### src/rtl/rxp_pkg.sv
package rxp_pkg;
  typedef enum logic [1:0] {
    CFG_LO   = 2'b00,
    CFG_HI   = 2'b01,
    CFG_ARM  = 2'b10,
    CFG_STAT = 2'b11
  } cfg_sel_e;

  typedef enum logic [1:0] {
    ACC_READ  = 2'b00,
    ACC_FETCH = 2'b01,
    ACC_PROG  = 2'b10,
    ACC_ERASE = 2'b11
  } acc_kind_e;

  localparam int unsigned KEY_LSB = 8;
  localparam int unsigned KEY_W   = 8;
  localparam logic [KEY_W-1:0] ARM_KEY = 8'h76;
endpackage

### src/rtl/rxp_bound_reg.sv
module rxp_bound_reg #(
  parameter int unsigned BLK_W = 26
) (
  input  logic             clk,
  input  logic             rst_n,
  input  logic             wr_en,
  input  logic [BLK_W-1:0] wr_blk,
  output logic [BLK_W-1:0] blk_q
);
  logic [BLK_W-1:0] blk_d;

  always_comb begin
    blk_d = blk_q;
    if (wr_en) blk_d = wr_blk;
  end

  always_ff @(posedge clk or negedge rst_n) begin
    if (!rst_n) blk_q <= '0;
    else        blk_q <= blk_d;
  end
endmodule

### src/rtl/rxp_arm_ctrl.sv
module rxp_arm_ctrl #(
  parameter int unsigned   KEY_W = 8,
  parameter logic [KEY_W-1:0] KEY = 8'h76
) (
  input  logic             clk,
  input  logic             rst_n,
  input  logic             wr_arm,
  input  logic [KEY_W-1:0] wr_key,
  input  logic             wr_set,
  output logic             armed_q
);
  logic armed_d;

  // Sticky: only a keyed write with the set bit can raise it; nothing lowers it.
  always_comb begin
    armed_d = armed_q;
    if (wr_arm && (wr_key == KEY) && wr_set) armed_d = 1'b1;
  end

  always_ff @(posedge clk or negedge rst_n) begin
    if (!rst_n) armed_q <= 1'b0;
    else        armed_q <= armed_d;
  end
endmodule

### src/rtl/rxp_window_cmp.sv
module rxp_window_cmp #(
  parameter int unsigned BLK_W = 26
) (
  input  logic             armed,
  input  logic [BLK_W-1:0] lo_blk,
  input  logic [BLK_W-1:0] hi_blk,
  input  logic [BLK_W-1:0] acc_blk,
  input  logic [1:0]       acc_kind,
  output logic             hit
);
  logic judged_kind;
  logic above_lo;
  logic below_hi;

  always_comb begin
    judged_kind = (acc_kind == rxp_pkg::ACC_READ) || (acc_kind == rxp_pkg::ACC_FETCH);
    above_lo    = (acc_blk >= lo_blk);
    below_hi    = (acc_blk <= hi_blk);
    // An inverted window cannot satisfy both comparisons, so it protects nothing.
    hit         = armed && judged_kind && above_lo && below_hi;
  end
endmodule

### src/rtl/rxp_guard.sv
module rxp_guard #(
  parameter int unsigned ADDR_W  = 32,
  parameter int unsigned BLK_LSB = 6,
  parameter int unsigned MID_W   = 4
) (
  input  logic              clk,
  input  logic              rst_n,
  input  logic              cfg_wr,
  input  logic [1:0]        cfg_sel,
  input  logic [ADDR_W-1:0] cfg_wdata,
  output logic [ADDR_W-1:0] cfg_rdata,
  output logic              prot_active,
  input  logic              chk_valid,
  input  logic [ADDR_W-1:0] chk_addr,
  input  logic [1:0]        chk_kind,
  input  logic [MID_W-1:0]  chk_master,
  output logic              rsp_valid,
  output logic              rsp_err,
  output logic [MID_W-1:0]  rsp_master
);
  import rxp_pkg::*;

  localparam int unsigned BLK_W   = ADDR_W - BLK_LSB;
  localparam int unsigned N_BOUND = 2;

  logic [BLK_W-1:0] bound_q [N_BOUND];
  logic [BLK_W-1:0] lo_blk;
  logic [BLK_W-1:0] hi_blk;
  logic             armed;
  logic             hit;
  logic             unused_bits;

  // Lower bound at select 0, upper bound at select 1; frozen once armed.
  for (genvar b = 0; b < N_BOUND; b++) begin : g_bound
    logic wr_this;
    assign wr_this = cfg_wr && !armed && (cfg_sel == 2'(b));
    rxp_bound_reg #(.BLK_W(BLK_W)) u_bound (
      .clk    (clk),
      .rst_n  (rst_n),
      .wr_en  (wr_this),
      .wr_blk (cfg_wdata[ADDR_W-1:BLK_LSB]),
      .blk_q  (bound_q[b])
    );
  end

  assign lo_blk = bound_q[0];
  assign hi_blk = bound_q[1];

  rxp_arm_ctrl #(.KEY_W(KEY_W), .KEY(ARM_KEY)) u_arm (
    .clk     (clk),
    .rst_n   (rst_n),
    .wr_arm  (cfg_wr && (cfg_sel == CFG_ARM)),
    .wr_key  (cfg_wdata[KEY_LSB+KEY_W-1:KEY_LSB]),
    .wr_set  (cfg_wdata[0]),
    .armed_q (armed)
  );

  rxp_window_cmp #(.BLK_W(BLK_W)) u_cmp (
    .armed    (armed),
    .lo_blk   (lo_blk),
    .hi_blk   (hi_blk),
    .acc_blk  (chk_addr[ADDR_W-1:BLK_LSB]),
    .acc_kind (chk_kind),
    .hit      (hit)
  );

  always_comb begin
    unique case (cfg_sel)
      CFG_LO:  cfg_rdata = {lo_blk, {BLK_LSB{1'b0}}};
      CFG_HI:  cfg_rdata = {hi_blk, {BLK_LSB{1'b0}}};
      default: cfg_rdata = {{(ADDR_W-1){1'b0}}, armed};
    endcase
  end

  assign prot_active = armed;

  // Verdict pipeline: one register stage, loaded every cycle.
  logic             rv_d, re_d;
  logic [MID_W-1:0] rm_d;

  always_comb begin
    rv_d = chk_valid;
    re_d = chk_valid && hit;
    rm_d = chk_valid ? chk_master : rsp_master;
  end

  always_ff @(posedge clk or negedge rst_n) begin
    if (!rst_n) begin
      rsp_valid  <= 1'b0;
      rsp_err    <= 1'b0;
      rsp_master <= '0;
    end else begin
      rsp_valid  <= rv_d;
      rsp_err    <= re_d;
      rsp_master <= rm_d;
    end
  end

  assign unused_bits = ^{cfg_wdata[BLK_LSB-1:1], chk_addr[BLK_LSB-1:0]};
endmodule

### config.mk
export PLATFORM = sky130hd
export DESIGN_NAME = rxp_guard
export DESIGN_NICKNAME = d
export VERILOG_FILES = /design/src/rtl/rxp_pkg.sv /design/src/rtl/rxp_bound_reg.sv /design/src/rtl/rxp_arm_ctrl.sv /design/src/rtl/rxp_window_cmp.sv /design/src/rtl/rxp_guard.sv
export SDC_FILE = /design/constraint.sdc
export NUM_CORES = 1
export LEC_CHECK = 0
export BUFFER_PORTS_ARGS = -buffer_cell sky130_fd_sc_hd__buf_2
export CELL_PAD_IN_SITES_DETAIL_PLACEMENT = 0
export CELL_PAD_IN_SITES_GLOBAL_PLACEMENT = 1
export CORE_UTILIZATION = 40
export CTS_BUF_LIST = sky130_fd_sc_hd__clkbuf_16
export CTS_CLUSTER_SIZE = 28
export DETAILED_ROUTE_END_ITERATION = 10
export GPL_TIMING_DRIVEN = 0
export PLACE_DENSITY_LB_ADDON = 0.1
export SLEW_MARGIN = 0
export SYNTH_ARGS = -nofsm -noshare
export SYNTH_HDL_FRONTEND = slang
export SYNTH_SLANG_ARGS = --single-unit
### constraint.sdc
create_clock -name clk -period 3.4 [get_ports clk]
set_input_delay 0 -clock clk [delete_from_list [all_inputs] [get_ports clk]]
set_output_delay 0 -clock clk [all_outputs]
set_load 0.03 [all_outputs]
==> reports/metrics.yaml <==
worst_setup_path:
  crit_path_cell_trace: "inv_1 > ha_1 > a21oi_1 > nand2_1 > a221oi_1 > o21ai_0 > a211oi_1 > nor4_2"
  worstSetupStartpointType: "register"
  cp-end-kind: "register"
  arrival_ps: 2300
  crit_required_ps: 3610
  critPathMaxStageDelay_ps: 460
  worstSetupPathType: "reg -> reg"
  crit_path_max_fanout: 3
  cp_slowest_cell: "a221oi_1"
clock_tree:
  post_cts_buffers: 0
  ctsRootBufferMaster: "clkbuf_16"
  clock_path_buffers: 2
  cts_tree: "built"
  clk_latency_ps: 330
  cts_resized: 0
  cts_buffers: 9
  path_clk_slew_ps: 60
  clock-sinks: 59
  htree_levels: 3
  cts-hold-fix-buffers: 32
detailed_routing:
  via_per_inst: 4.89
  drt_iter0_markers: 108
  routed_wl_mm: 10.9
  drc_errors: 0
  wl_per_cell_um: 15.2
  num_vias: 3488
  ant_nets: 0
  dr.pass1.iters: 4
flow_run:
  drv_cap: 0
placed_design:
  hpwl_mm: 7.85
  finalWeightedCongestion: 0.801
  port-buffer-count: 96
  place_inst: 664
die:
  die_w_um: 99.8
  ios: 115
  die_area_um2: 9960
  start_util: 0.414
  chipHeight_um: 99.8
  row_count: 35
  design.core.area_um2: 9240
yosys:
  ys_seq_elements: 59
  synth-seq-area-share: 0.386
  ys_types: 37
  syn_inst: 435
  syn_area_per_cell_um2: 8.80
  synth_edf_count: 0
  yosysWarnings: 0
  syn_area_um2: 3830
  synthFlopType: "dfrtp_1"
  async_flop_share: 1.00
timing:
  fin_crit_sh: 0.616
  skew_ps: 6.18
  relSlewSlack: 0.474
  drv_slew: 0
  tns_ps: 0
  period_needed_ps: 2090
  fmax_ghz: 0.478
  hold_viol_final: 0
  rsz0062_at_grt: "no"
  setup_viol: 0
  tightest_slew_ps: 788
final_layout:
  layout.cells.non_filler: 713
  post-route-util: 0.552
  final_nets: 707
  nFillCells: 868
  syn2layout_area_growth_pct: 33.3
  drive_gt1_frac: 0.221
  n_antenna_cell: 0
grt:
  grt_start_max_net_pins: 60
  grt_overflow_total: 0
  grt_usage: 0.232
  grt_pass1_vias: 3444
  grt_pass1_wl_mm: 17.3
  grt_antenna_before_repair: 0
pwr:
  pwr-share-comb: 0.299
  clockPowerShare: 0.356
  power_switching_w: 0.000849
  internal_power_w: 0.00167
  powerDensity_nw_per_um2: 495
  leakage_nw: 2.63
  power_w: 0.00252
  vdd_drop_max_mv: 0.298
  switching_share: 0.336
  p_seq_frac: 0.345
min_path:
  hold_class: "in -> reg"
outcome:
  outcome: "finished clean"
## state kept, by name (all words and copies together), names as in the netlist
| register | count |
|---|---|
| rsp_master | 4 |
| rsp_err | 1 |
| rsp_valid | 1 |
| g_bound.u_bound.blk_q | 52 |
| u_arm.armed_q | 1 |
## power by group through the flow
stage	Combinational, W	Clock (W)	Sequential, W
3_5_place_dp	0.000725	0	0.000883
6_report	0.000755	0.000898	0.000871
5_1_grt	0.000854	0.000943	0.000885
4_1_cts	0.000761	0.000905	0.000871
3_3_place_gp	0.000717	0	0.000877
2_1_floorplan	0.000494	0	0.000879
## final timing paths
path	slack [ps]	endpoint	from	depth (start not counted)
worst max-delay path	1310	rsp_err$_DFF_PN0_	g_bound[0].u_bound.blk_q[24]$_DFFE_PN0P_	8
worst min-delay path	80	u_arm.armed_q$_DFFE_PN0P_	cfg_wdata[0]	4
worst max register to register	1310	rsp_err$_DFF_PN0_	g_bound[0].u_bound.blk_q[24]$_DFFE_PN0P_	8
worst min register to register	500	rsp_master[2]$_DFFE_PN0P_	rsp_master[2]$_DFFE_PN0P_	1
max in group asynchronous	2590	g_bound[0].u_bound.blk_q[12]$_DFFE_PN0P_	rst_n	2
min in group asynchronous	290	g_bound[1].u_bound.blk_q[23]$_DFFE_PN0P_	rst_n	2
## area by class of cell
cell class,instances,area (um^2),share of cell area
Clock buffer,9,225,0.0441
Tap cell,129,161,0.0316
Inverter,52,195,0.0383
Buffer,21,105,0.0206
Sequential cell,59,1480,0.289
Clock inverter,7,60.1,0.0118
Timing Repair Buffer,129,813,0.159
Multi-Input combinational cell,307,2070,0.405
## stage by stage
step	hold WS (ps)	instance area [um^2]	setup slack [ps]
after detailed placement	222	4480	1290
after floorplan	-296	3840	1570
after global routing	105	5100	1120
after CTS	37.4	5090	1280
after global placement	215	4480	1290
final	75.0	5100	1310
## cells in the final DEF (no fill, tap or decap), types with 3 or more instances in the layout
master           n
buf_2          101
nand2_1         67
dfrtp_1         59
inv_1           53
o21ai_1         53
ha_1            52
dlygate4sd3_1   33
nor2_1          32
mux2i_1         26
a21oi_1         22
clkbuf_1         9
clkbuf_16        9
a21o_1           6
nand4_1          6
buf_4            6
conb_1           5
o21ai_0          4
mux2_2           4
nand3_1          3
a211oi_1         3
nor3_1           3
clkinv_2         3
## synthesized netlist by cell type, types with 2 or more instances
cell type | number | area share
nor3_1 | 3 | 0.0039
a211oi_1 | 3 | 0.0059
nand3_1 | 3 | 0.0039
a21oi_1 | 22 | 0.029
dfrtp_1 | 59 | 0.39
nor2_1 | 32 | 0.031
mux2_1 | 2 | 0.0059
mux2_2 | 4 | 0.012
nand2b_1 | 2 | 0.0033
o21ai_0 | 4 | 0.0052
clkbuf_1 | 9 | 0.0088
a221o_1 | 2 | 0.0052
o21ai_1 | 53 | 0.069
buf_2 | 6 | 0.0078
mux2i_1 | 26 | 0.068
buf_4 | 5 | 0.0098
nor4_2 | 2 | 0.0065
inv_1 | 52 | 0.051
a21o_1 | 6 | 0.012
ha_1 | 52 | 0.17
nand4_1 | 6 | 0.0098
nand2_1 | 67 | 0.066
## logic make-up (layout without fill, tap and decap cells)
family	Yosys count	count (layout)	synth area share
DFF	59	59	0.386
other	1	5	0.000980
adders and majority gates	52	52	0.170
and+or+nand+nor	123	123	0.141
buffers and inverters	73	218	0.0785
AOI/OAI and AO/OA	95	95	0.138
muxes	32	32	0.0856
## routing by layer
layer  up-vias  part of all wire  GRT usage
met2        85              0.47      0.382
met5         -                 0          0
li1       1756                 -          -
met1      1637              0.48      0.303
met4         0             0.012     0.0645
met3        10             0.044     0.0557
## critical path, delay by kind of cell, from the launching register on
family,cells,cell delay [ps]
AOI/OAI and AO/OA,4,1110
adders and majority gates,1,310
buffers and inverters,1,60
DFF,1,340
and+or+nand+nor,2,160
No activity file was read; power rests on OpenSTA's default activity.
